[config.mk]
export PLATFORM = sky130hd
export DESIGN_NAME = sdcmd_front
export DESIGN_NICKNAME = d
export VERILOG_FILES = /design/src/rtl/sdcmd_pkg.sv /design/src/rtl/sdcmd_seq.sv /design/src/rtl/sdcmd_resp.sv /design/src/rtl/sdcmd_regs.sv /design/src/rtl/sdcmd_front.sv
export SDC_FILE = /design/constraint.sdc
export NUM_CORES = 1
export LEC_CHECK = 0
export ABC_AREA = 1
export ABC_CLOCK_PERIOD_IN_PS = 1800
export BUFFER_PORTS_ARGS = -buffer_cell sky130_fd_sc_hd__buf_2
export CORE_MARGIN = 3
export CORE_UTILIZATION = 45
export CTS_BUF_LIST = sky130_fd_sc_hd__clkbuf_16
export CTS_CLUSTER_DIAMETER = 50
export DETAILED_ROUTE_END_ITERATION = 8
export PLACE_DENSITY = 0.71
export SKIP_LAST_GASP = 1
export SLEW_MARGIN = 10
export SYNTH_ARGS = -nofsm -noshare
export SYNTH_HDL_FRONTEND = slang
export SYNTH_SLANG_ARGS = --single-unit
[constraint.sdc]
create_clock -name clk -period 1.8 [get_ports clk]
set_input_delay 0.18 -clock clk [delete_from_list [all_inputs] [get_ports clk]]
set_output_delay 0.18 -clock clk [all_outputs]
set_load 0.02 [all_outputs]
[src/rtl/sdcmd_pkg.sv]
package sdcmd_pkg;

   typedef enum logic [1:0] {
      RK_NONE  = 2'd0,
      RK_SHORT = 2'd1,
      RK_LONG  = 2'd2,
      RK_BAD   = 2'd3
   } rsp_kind_t;

   typedef enum logic [1:0] {
      SQ_IDLE = 2'd0,
      SQ_CMD  = 2'd1,
      SQ_STOP = 2'd2
   } seq_state_t;

   // register byte offsets
   localparam int unsigned OFS_CMD  = 'h00;
   localparam int unsigned OFS_ARGL = 'h04;
   localparam int unsigned OFS_ARGH = 'h06;
   localparam int unsigned OFS_STOP = 'h08;
   localparam int unsigned OFS_RESP = 'h0C;
   localparam int unsigned OFS_STAT = 'h1C;

   // command word field positions
   localparam int unsigned CW_RCODE_LO = 8;
   localparam int unsigned CW_DATA     = 11;
   localparam int unsigned CW_READ     = 12;
   localparam int unsigned CW_MULTI    = 13;

   localparam logic [5:0] STOP_OPCODE = 6'd12;
   localparam logic [2:0] RCODE_BUSY  = 3'd5;

   function automatic rsp_kind_t decode_kind(input logic [2:0] code);
      case (code)
         3'd3:             return RK_NONE;
         3'd4, 3'd5, 3'd7: return RK_SHORT;
         3'd6:             return RK_LONG;
         default:          return RK_BAD;
      endcase
   endfunction

endpackage

[src/rtl/sdcmd_seq.sv]
module sdcmd_seq
   import sdcmd_pkg::*;
#(
   parameter int ARG_W = 32,
   parameter int CW_W  = 16
) (
   input  logic             clk,
   input  logic             rst_n,
   input  logic             cmd_wr,
   input  logic [CW_W-1:0]  cmd_wdata,
   input  logic [ARG_W-1:0] arg,
   input  logic             stop_force,
   input  logic             auto_en,
   input  logic             xfer_done,
   input  logic             eng_done,
   input  logic             eng_tmo,
   output logic             eng_start,
   output logic [5:0]       eng_index,
   output logic [ARG_W-1:0] eng_arg,
   output logic [1:0]       eng_rtype,
   output logic             eng_busy_wait,
   output logic [CW_W-1:0]  cmd_word,
   output logic             busy,
   output logic             ev_resp_end,
   output logic             ev_tmo,
   output logic             ev_stop_done,
   output logic             cap_short,
   output logic             cap_long
);

   seq_state_t       state_q;
   rsp_kind_t        kind_q, new_kind;
   logic             stop_pend_q, idle, take_cmd, take_stop, auto_hit, finish;
   logic             start_q, bw_q;
   logic [5:0]       index_q;
   logic [ARG_W-1:0] arg_q;
   logic [CW_W-1:0]  cw_q;

   assign new_kind  = decode_kind(cmd_wdata[CW_RCODE_LO +: 3]);
   assign idle      = (state_q == SQ_IDLE);
   assign take_stop = idle & stop_pend_q;
   assign take_cmd  = idle & ~stop_pend_q & cmd_wr & (new_kind != RK_BAD);
   assign auto_hit  = xfer_done & auto_en & cw_q[CW_MULTI];
   assign finish    = ~idle & (eng_done | eng_tmo);

   always_ff @(posedge clk or negedge rst_n) begin
      if (!rst_n) begin
         state_q     <= SQ_IDLE;
         kind_q      <= RK_NONE;
         stop_pend_q <= 1'b0;
         start_q     <= 1'b0;
         bw_q        <= 1'b0;
         index_q     <= '0;
         arg_q       <= '0;
         cw_q        <= '0;
      end else begin
         start_q <= take_cmd | take_stop;
         if (take_cmd) begin
            cw_q    <= cmd_wdata;
            kind_q  <= new_kind;
            index_q <= cmd_wdata[5:0];
            arg_q   <= arg;
            bw_q    <= (cmd_wdata[CW_RCODE_LO +: 3] == RCODE_BUSY);
            state_q <= SQ_CMD;
         end else if (take_stop) begin
            kind_q  <= RK_SHORT;
            index_q <= STOP_OPCODE;
            arg_q   <= '0;
            bw_q    <= 1'b1;
            state_q <= SQ_STOP;
         end else if (finish) begin
            state_q <= SQ_IDLE;
         end
         if (stop_force | auto_hit)
            stop_pend_q <= 1'b1;
         else if (take_stop)
            stop_pend_q <= 1'b0;
      end
   end

   assign eng_start     = start_q;
   assign eng_index     = index_q;
   assign eng_arg       = arg_q;
   assign eng_rtype     = kind_q;
   assign eng_busy_wait = bw_q;
   assign cmd_word      = cw_q;
   assign busy          = ~idle | stop_pend_q;
   assign ev_resp_end   = (state_q == SQ_CMD) & eng_done & ~eng_tmo;
   assign ev_tmo        = finish & eng_tmo;
   assign ev_stop_done  = (state_q == SQ_STOP) & eng_done & ~eng_tmo;
   assign cap_short     = ev_resp_end & (kind_q == RK_SHORT);
   assign cap_long      = ev_resp_end & (kind_q == RK_LONG);


   start_pulse_chk: assert property (@(posedge clk) disable iff (!rst_n)
      start_q |=> !start_q);


   start_busy_chk: assert property (@(posedge clk) disable iff (!rst_n)
      start_q |-> !idle);


   ignore_busy_chk: assert property (@(posedge clk) disable iff (!rst_n)
      (cmd_wr && !idle) |=> $stable(cw_q));


   stop_launch_chk: assert property (@(posedge clk) disable iff (!rst_n)
      (stop_pend_q && idle) |=> (start_q && index_q == STOP_OPCODE));

endmodule

[src/rtl/sdcmd_resp.sv]
module sdcmd_resp #(
   parameter int WORD_W = 32,
   parameter int NWORDS = 4,
   parameter int RAW_W  = 136,
   parameter int CRC_W  = 8
) (
   input  logic                     clk,
   input  logic                     rst_n,
   input  logic                     cap_short,
   input  logic                     cap_long,
   input  logic [RAW_W-1:0]         raw,
   output logic [NWORDS*WORD_W-1:0] flat
);

   localparam int IMG_W  = NWORDS * WORD_W;
   localparam int KEEP_W = RAW_W - 2 * CRC_W;

   logic [IMG_W-1:0] long_img;
   logic             unused_top;

   assign long_img   = IMG_W'(raw[RAW_W-CRC_W-1:CRC_W]);
   assign unused_top = ^raw[RAW_W-1 -: CRC_W];

   if (RAW_W != IMG_W + CRC_W) begin : g_bad_raw
      $error("sdcmd_resp: RAW_W must equal NWORDS*WORD_W + CRC_W");
   end
   if (KEEP_W <= WORD_W) begin : g_bad_keep
      $error("sdcmd_resp: long frame too narrow");
   end

   for (genvar i = 0; i < NWORDS; i++) begin : g_word
      logic [WORD_W-1:0] w_q;
      if (i == 0) begin : g_short_slot
         always_ff @(posedge clk or negedge rst_n) begin
            if (!rst_n)         w_q <= '0;
            else if (cap_long)  w_q <= long_img[i*WORD_W +: WORD_W];
            else if (cap_short) w_q <= raw[CRC_W +: WORD_W];
         end
      end else begin : g_long_only
         always_ff @(posedge clk or negedge rst_n) begin
            if (!rst_n)        w_q <= '0;
            else if (cap_long) w_q <= long_img[i*WORD_W +: WORD_W];
         end
      end
      assign flat[i*WORD_W +: WORD_W] = w_q;
   end


   long_top_chk: assert property (@(posedge clk) disable iff (!rst_n)
      cap_long |=> (flat[IMG_W-1 -: CRC_W] == '0));


   short_upper_chk: assert property (@(posedge clk) disable iff (!rst_n)
      (cap_short && !cap_long) |=> $stable(flat[IMG_W-1:WORD_W]));

endmodule

[src/rtl/sdcmd_regs.sv]
module sdcmd_regs
   import sdcmd_pkg::*;
#(
   parameter int AW     = 8,
   parameter int DW     = 16,
   parameter int ARG_W  = 32,
   parameter int RSP_B  = 128
) (
   input  logic             clk,
   input  logic             rst_n,
   input  logic             wr,
   input  logic [AW-1:0]    addr,
   input  logic [DW-1:0]    wdata,
   output logic [DW-1:0]    rdata,
   input  logic [RSP_B-1:0] resp_flat,
   input  logic [DW-1:0]    cmd_word,
   input  logic             busy,
   input  logic             ev_resp_end,
   input  logic             ev_tmo,
   input  logic             ev_stop_done,
   output logic [ARG_W-1:0] arg,
   output logic             auto_en,
   output logic             stop_force,
   output logic             cmd_wr,
   output logic             st_resp_end,
   output logic             st_tmo
);

   localparam int NHALF = RSP_B / DW;

   logic [DW-1:0] argl_q, argh_q;
   logic          auto_q, re_q, to_q, sd_q;
   logic          hit_argl, hit_argh, hit_stop, hit_stat;

   assign hit_argl   = wr & (addr == AW'(OFS_ARGL));
   assign hit_argh   = wr & (addr == AW'(OFS_ARGH));
   assign hit_stop   = wr & (addr == AW'(OFS_STOP));
   assign hit_stat   = wr & (addr == AW'(OFS_STAT));
   assign cmd_wr     = wr & (addr == AW'(OFS_CMD));
   assign stop_force = hit_stop & wdata[0];

   always_ff @(posedge clk or negedge rst_n) begin
      if (!rst_n) begin
         argl_q <= '0;
         argh_q <= '0;
         auto_q <= 1'b0;
         re_q   <= 1'b0;
         to_q   <= 1'b0;
         sd_q   <= 1'b0;
      end else begin
         if (hit_argl) argl_q <= wdata;
         if (hit_argh) argh_q <= wdata;
         if (hit_stop) auto_q <= wdata[8];
         if (ev_resp_end)                re_q <= 1'b1;
         else if (hit_stat && wdata[0])  re_q <= 1'b0;
         if (ev_tmo)                     to_q <= 1'b1;
         else if (hit_stat && wdata[1])  to_q <= 1'b0;
         if (ev_stop_done)               sd_q <= 1'b1;
         else if (hit_stat && wdata[3])  sd_q <= 1'b0;
      end
   end

   always_comb begin
      rdata = '0;
      if (addr == AW'(OFS_CMD))  rdata = cmd_word;
      if (addr == AW'(OFS_ARGL)) rdata = argl_q;
      if (addr == AW'(OFS_ARGH)) rdata = argh_q;
      if (addr == AW'(OFS_STOP)) rdata = DW'({auto_q, 8'h00});
      if (addr == AW'(OFS_STAT)) rdata = DW'({sd_q, busy, to_q, re_q});
      for (int k = 0; k < NHALF; k++) begin
         if (addr == AW'(OFS_RESP + 2 * k)) rdata = resp_flat[k*DW +: DW];
      end
   end

   assign arg         = ARG_W'({argh_q, argl_q});
   assign auto_en     = auto_q;
   assign st_resp_end = re_q;
   assign st_tmo      = to_q;


   clear_re_chk: assert property (@(posedge clk) disable iff (!rst_n)
      (hit_stat && wdata[0] && !ev_resp_end) |=> !re_q);


   sticky_to_chk: assert property (@(posedge clk) disable iff (!rst_n)
      (to_q && !(hit_stat && wdata[1])) |=> to_q);

endmodule

[src/rtl/sdcmd_front.sv]
module sdcmd_front
   import sdcmd_pkg::*;
#(
   parameter int AW     = 8,
   parameter int ARG_W  = 32,
   parameter int WORD_W = 32,
   parameter int NWORDS = 4,
   parameter int CRC_W  = 8,
   parameter int RAW_W  = NWORDS * WORD_W + CRC_W
) (
   input  logic             clk,
   input  logic             rst_n,
   input  logic             reg_wr,
   input  logic [AW-1:0]    reg_addr,
   input  logic [15:0]      reg_wdata,
   output logic [15:0]      reg_rdata,
   output logic             evt_resp_end,
   output logic             evt_timeout,
   input  logic             xfer_done,
   output logic             dat_present,
   output logic             dat_read,
   output logic             dat_multi,
   output logic             eng_start,
   output logic [5:0]       eng_index,
   output logic [ARG_W-1:0] eng_arg,
   output logic [1:0]       eng_rtype,
   output logic             eng_busy_wait,
   input  logic             eng_done,
   input  logic             eng_tmo,
   input  logic [RAW_W-1:0] eng_resp
);

   localparam int DW    = 16;
   localparam int RSP_B = NWORDS * WORD_W;

   if (ARG_W != 2 * DW) begin : g_bad_arg
      $error("sdcmd_front: argument must be two register halves");
   end
   if (AW < 5) begin : g_bad_aw
      $error("sdcmd_front: address too narrow for register map");
   end

   logic [ARG_W-1:0] arg;
   logic [DW-1:0]    cmd_word;
   logic [RSP_B-1:0] resp_flat;
   logic auto_en, stop_force, cmd_wr, busy;
   logic ev_resp_end, ev_tmo, ev_stop_done, cap_short, cap_long;

   sdcmd_regs #(.AW(AW), .DW(DW), .ARG_W(ARG_W), .RSP_B(RSP_B)) u_regs (
      .clk, .rst_n, .wr(reg_wr), .addr(reg_addr), .wdata(reg_wdata),
      .rdata(reg_rdata), .resp_flat, .cmd_word, .busy, .ev_resp_end,
      .ev_tmo, .ev_stop_done, .arg, .auto_en, .stop_force, .cmd_wr,
      .st_resp_end(evt_resp_end), .st_tmo(evt_timeout)
   );

   sdcmd_seq #(.ARG_W(ARG_W), .CW_W(DW)) u_seq (
      .clk, .rst_n, .cmd_wr, .cmd_wdata(reg_wdata), .arg, .stop_force,
      .auto_en, .xfer_done, .eng_done, .eng_tmo, .eng_start, .eng_index,
      .eng_arg, .eng_rtype, .eng_busy_wait, .cmd_word, .busy, .ev_resp_end,
      .ev_tmo, .ev_stop_done, .cap_short, .cap_long
   );

   sdcmd_resp #(.WORD_W(WORD_W), .NWORDS(NWORDS), .RAW_W(RAW_W), .CRC_W(CRC_W)) u_resp (
      .clk, .rst_n, .cap_short, .cap_long, .raw(eng_resp), .flat(resp_flat)
   );

   assign dat_present = cmd_word[CW_DATA];
   assign dat_read    = cmd_word[CW_READ];
   assign dat_multi   = cmd_word[CW_MULTI];


   tmo_keep_chk: assert property (@(posedge clk) disable iff (!rst_n)
      eng_tmo |=> $stable(resp_flat));


   none_keep_chk: assert property (@(posedge clk) disable iff (!rst_n)
      (eng_done && !eng_tmo && eng_rtype == 2'd0) |=> $stable(resp_flat));


   tmo_event_chk: assert property (@(posedge clk) disable iff (!rst_n)
      (busy && eng_tmo && !(reg_wr && reg_addr == AW'(OFS_STAT))) |=> evt_timeout);

endmodule

Word level (Yosys, flattened, before mapping)
Index checks and enable logic that the tools add are counted.
Word-level totals
  word-level logic and storage cells: 115
  flip-flop bits (word level): 217
Operators by class
  reduce and logical (&&, ||, !) cells: 13
  equality and inequality tests: 22
  mux-type cells: 35
  bitwise gates (word level): 27
Operators by type and width (number)
  2-to-1 mux 16 bit: 13
  2-to-1 mux 32 bit: 4
  == test 8 x 5 -> 1 bit (second input constant): 7
  == test 8 x 4 -> 1 bit (second input constant): 3
  bitwise AND 1 bit: 20
  == test 8 x 3 -> 1 bit (second input constant): 2
  == test 3 bit (second input constant): 4
  2-to-1 mux 6 bit: 2
  nonzero test 2 bit: 6
  2-to-1 mux 1 bit: 10
  2-to-1 mux 2 bit: 5
  zero test 8 bit: 1
  case mux 2 bit (3 select lines): 1
  == test 2 x 1 -> 1 bit (second input constant): 2
  == test 2 bit (second input constant): 2
  OR 1 bit: 4
  == test 3 x 2 -> 1 bit (second input constant): 1
  logical AND 1 bit: 3
  inverter 1 bit: 3
  nonzero test 3 bit: 1
  OR reduction 3 bit: 1
  zero test 2 bit: 1
  inequality test 2 bit (second input constant): 1

Depth between registers and ports, before layout
  depth after elaboration: 14
  mapped depth: 13
  mapped depth without buffers: 12

Hierarchy
Synthesis repeated with hierarchy kept, for this count alone.
Unflattened totals
  cell total of the unflattened synthesis: 1283
  area total of the unflattened synthesis: 10242.3 µm²
Modules (own cells, without submodules)
  sdcmd_resp: area an instance 4747.1 µm², times used 1, cells an instance 519
  sdcmd_regs: area an instance 3065.4 µm², times used 1, cells an instance 487
  sdcmd_seq: area an instance 2429.8 µm², times used 1, cells an instance 277

Worst setup path before layout
Ideal clock, no wire load.
  path type: register to register
  start: register u_seq.kind_q[1], in the netlist u_seq.eng_rtype[1]
  end: register u_resp.g_word[0].w_q[10]
  data required time: 1675 ps
  arrival time: 1547 ps
  period minus slack after synthesis: 1672 ps
  setup time: 125 ps
  cell stages (with the launch flop): 6
  setup slack: 128 ps
  path through: dfrtp_1 > inv_1 > nor2_1 > o21ai_1 > buf_2 > mux2_2
On the way
  cells in the longest elaborated chain, start to end: 3
  elaborated cells on any way between the ends: 6
  those cells by class: eq/ne (2); mux (1); bitwise (2); reduce/logical (1)
RTL lines
  start, declared: line sdcmd_seq.sv:32  | rsp_kind_t kind_q, new_kind;
  start signal, assigned: line sdcmd_seq.sv:60  | kind_q <= new_kind;
  == test 2 bit or == test 2 x 1 -> 1 bit (tied branches): line sdcmd_seq.sv:92, sdcmd_seq.sv:91
  bitwise AND 1 bit (on tied branches): line sdcmd_seq.sv:92, sdcmd_seq.sv:91
  2-to-1 mux 32 bit or nonzero test 2 bit (tied branches)
  end signal, assigned: line sdcmd_resp.sv:36  | else if (cap_long) w_q <= long_img[i*WORD_W +: WORD_W];
  end signal, assigned: line sdcmd_resp.sv:37  | else if (cap_short) w_q <= raw[CRC_W +: WORD_W];
  end, declared: line sdcmd_resp.sv:32  | logic [WORD_W-1:0] w_q;
Several ways; a longest one is shown, not always the timed one.
A chain may end at the register's enable or synchronous reset.

Worst setup path after layout
  start: register u_seq.state_q[1]
  end: output port reg_rdata[2]
On the way
  cells in the longest elaborated chain, start to end: 12
RTL lines
  start, declared: line sdcmd_seq.sv:31  | seq_state_t state_q;
  start signal, assigned: line sdcmd_seq.sv:48  | state_q <= SQ_IDLE;
  start signal, assigned: line sdcmd_seq.sv:64  | state_q <= SQ_CMD;
  start signal, assigned: line sdcmd_seq.sv:70  | state_q <= SQ_STOP;
  zero test 2 bit: line sdcmd_seq.sv:40  | assign idle = (state_q == SQ_IDLE);
  inverter 1 bit: line sdcmd_seq.sv:87  | assign busy = ~idle | stop_pend_q;
  OR 1 bit: line sdcmd_seq.sv:87
  2-to-1 mux 16 bit: line sdcmd_regs.sv:69  | if (addr == AW'(OFS_STAT)) rdata = DW'({sd_q, busy, to_q, re_q});
  2-to-1 mux 16 bit (8 in a row): line sdcmd_regs.sv:71  | if (addr == AW'(OFS_RESP + 2 * k)) rdata = resp_flat[k*DW +: DW];
  end, declared: line sdcmd_front.sv:16  | output logic [15:0] reg_rdata,
No other way between the ends.

==> impl_metrics.env <==
export IMPL_dpl_worst_slack_ns=-0.294
export IMPL_drt_wl_total_um=30100
export IMPL_grt_max_degree=65
export IMPL_fin_crit_sh_pct=113
export IMPL_reg2regPathDepth=8
export IMPL_worstPathRequired_ns=1.62
export IMPL_htree_num_levels=1
export IMPL_period_minus_slack_ns=2.04
export IMPL_die_area_um2=23200
export IMPL_area_growth_pct=47.8
export IMPL_nNetsFinal=1568
export IMPL_tightest_slew_ns=0.570
export IMPL_path_clk_slew_ns=0.06
export IMPL_crit_start="u_seq.state_q[1]"
export IMPL_cp_start_kind="flip-flop"
export IMPL_r2r_end="u_seq.eng_arg[21]"
export IMPL_io_pin_count=229
export IMPL_endpoint_kind="output port"
export IMPL_power_density_nw_per_um2=818
export IMPL_die_height_um=152
export IMPL_critical_path_peak_fanout=2
export IMPL_ys_seq_area_share_pct=56.5
export IMPL_setup_viol=16
export IMPL_p_total_w=0.0116
export IMPL_vias=8699
export IMPL_first_pass_iters=5
export IMPL_yosys_warnings=0
export IMPL_final_area_um2=14200
export IMPL_dieWidth_um=152
export IMPL_hold_path_class="primary input to flip-flop"
export IMPL_synth_cell_types=33
export IMPL_grt_pass1_vias=9244
export IMPL_synth_top_area_share_pct=56.5
export IMPL_grt_overflow=0
export IMPL_rows=52
export IMPL_viasPerCell=5.11
export IMPL_synth_avg_cell_area_um2=9.94
export IMPL_p_leak_nw=7.60
export IMPL_endpoint="reg_rdata[2]"
export IMPL_port_buffers=212
export IMPL_numClockSinks=217
export IMPL_dp_hpwl_um=19200
export IMPL_status="finished with violations"
export IMPL_grt_pass1_wl_um=47900
export IMPL_core_area_um2=20600
export IMPL_wl_per_cell_um=17.7
export IMPL_setup_tns_ns=-2.77
export IMPL_rrSetupSlack_ns=0.04
export IMPL_drc_errors=0
export IMPL_clock_latency_ns=0.52
export IMPL_max_slew_margin_pct=61.9
export IMPL_cts_tree="done"
export IMPL_irDropWorstVdd_mv=0.684
export IMPL_rsz0062_at_grt="true"
export IMPL_postRouteAntennaNets=0
export IMPL_yosys_area_top_type="dfrtp_1"
export IMPL_cts_made_buffers=26
export IMPL_timing_final_hold_violations=0
export IMPL_fill_cells=1526
export IMPL_drive_gt1_share_pct=37.3
export IMPL_postSynthCellCount=967
export IMPL_reg2reg_from="u_seq.state_q[1]"
export IMPL_max_cap_viol_count=0
export IMPL_clock_path_buffers=3
export IMPL_drt_iter0_drc=519
export IMPL_placed_cells=1475
export IMPL_placed_area_um2=11500
export IMPL_grt_util_all_layers_pct=25.4
export IMPL_layout_cells_non_filler=1701
export IMPL_netlist_area_um2=9620
export IMPL_syn_nets=1133
export IMPL_clockRootBuffer="clkbuf_16"
export IMPL_antenna_found_initial=8
export IMPL_ys_ff_latch=217
export IMPL_initial_utilization_pct=46.6
export IMPL_fin_ws_ns=-0.239
export IMPL_clock_skew_final_ns=0.0101
export IMPL_gp_congestion=0.848
export IMPL_slew_viol_final=0
export IMPL_cp_arrival_ns=1.86
export IMPL_violations="negative setup slack"
export IMPL_fmax_mhz=491
export IMPL_multiInputGateArea_um2=3920
export IMPL_synth_area_leaders="dfrtp_1 56%, mux2_2 13%, nand2_1 9.7%"
export IMPL_crit_type="flip-flop to output port"
export IMPL_regArea_um2=5430
## critical path: stages (launching register included)
cell	delay, ns
dfrtp_1	0.38
nor2_2	0.15
inv_2	0.06
nor2_2	0.09
inv_2	0.06
nand2_2	0.06
nand4_1	0.09
nand2_1	0.08
nand4_1	0.10
nand2_1	0.10
nand2_2	0.06
buf_6	0.13
## state kept, by name, summed over array words and instances (netlist names)
| name | cells |
|---|---|
| u_seq.eng_start | 1 |
| u_seq.stop_pend_q | 1 |
| u_regs.argh_q | 16 |
| u_regs.auto_en | 1 |
| u_seq.eng_busy_wait | 1 |
| u_seq.state_q | 2 |
| u_regs.argl_q | 16 |
| u_regs.st_resp_end | 1 |
| u_resp.g_word.w_q | 120 |
| u_seq.eng_index | 6 |
| u_regs.sd_q | 1 |
| u_seq.eng_arg | 32 |
| u_seq.eng_rtype | 2 |
| u_regs.st_tmo | 1 |
| u_seq.cmd_word | 16 |
## how the worst min path moves through the flow
| stage | startpoint | to | slack [ns] | depth (start not counted) |
|---|---|---|---|---|
| after floorplan | rst_n | u_regs.argh_q[0] | -0.12 | 0 |
| after global placement | rst_n | u_resp.g_word[2].w_q[11] | 0.17 | 1 |
| after detailed placement | rst_n | u_resp.g_word[3].w_q[8] | 0.17 | 1 |
| after CTS | reg_wdata[1] | u_regs.argh_q[1] | 0.01 | 3 |
| after global routing | reg_wdata[1] | u_regs.argh_q[1] | 0.05 | 3 |
| final | reg_wdata[1] | u_regs.argh_q[1] | 0.02 | 3 |
## routing by layer
| metal | part of all wire, % | wire length, um | global-route usage [%] |
|---|---|---|---|
| met4 | 4.6 | 1390 | 11.1 |
| met5 | 0 | 0 | 0 |
| met3 | 4.8 | 1440 | 3.86 |
| met2 | 51 | 15300 | 44.0 |
| met1 | 40 | 12000 | 31.7 |
## cells by family after synthesis
| logic type | synth area share [%] |
|---|---|
| AND/OR/NAND/NOR | 18.0 |
| multiplexers | 13.1 |
| flip-flops | 56.5 |
| buffers and inverters | 4.91 |
| AO/OA/AOI/OAI | 7.52 |
## area by class of cell
type	count	area share, %
flip-flops and latches	217	38.2
multi-input cells	637	27.6
repair buffers	448	23.8
inverters	72	1.94
clock inverters	21	1.11
diodes	9	0.159
well taps	270	2.38
clock buffers	27	4.76
## cell usage after synthesis
cell type and count:
nor2_4 3, o31ai_1 2, dfrtp_1 217, buf_6 1, a31oi_1 1, inv_2 5
o21ai_0 67, nand2_2 4, o211ai_1 1, and2_1 3, or2_0 4, inv_1 67
o21ai_1 6, nor2_1 74, nor2_2 7, nor3_1 7, nand3_1 23, a22o_1 25
buf_1 1, nand2_4 2, buf_4 2, nor3b_1 4, mux2_2 112, a21o_1 1
buf_2 26, nand2_1 248, a21oi_1 16, a32o_1 1, nor3_2 2, nor2_8 1
o22ai_1 2, clkbuf_1 11, nand4_1 21
## timing repair
action / 4_1_cts / 5_1_grt
endpoints found under the hold margin: 211 / 0
gates resized for setup: 41 / 34
hold buffers: 137 / 0
pin swaps: 26 / 50
setup endpoints to repair: 16 / 18
buffers inserted: 22 / 12
## power by group
part	leakage [nW]	total [W]	internal, W	switching [W]
Combinational	4.23	0.00126	0.000696	0.000568
Clock	0.419	0.00504	0.00299	0.00205
Sequential	2.95	0.00531	0.00514	0.000164
## placed cells by master (no fill, tap or decap), types with 13 or more instances in the layout
cell	instances
nand2_1	237
dfrtp_1	217
buf_2	200
dlygate4sd3_1	137
mux2_2	112
buf_4	91
inv_1	73
nor2_1	65
o21ai_0	61
clkbuf_16	27
a22o_1	25
nand4_1	21
nand3_1	17
nand2_2	13
nor2_2	13
a21oi_1	13
## metrics by stage
stage,hold WS (ns),utilization [%]
floorplan,-0.116,-
CTS,0.0106,67.8
global route,0.0460,68.9
finish,0.0249,68.9
detailed placement,0.167,55.7
global placement,0.169,55.7
(Power assumes the default switching activity.)
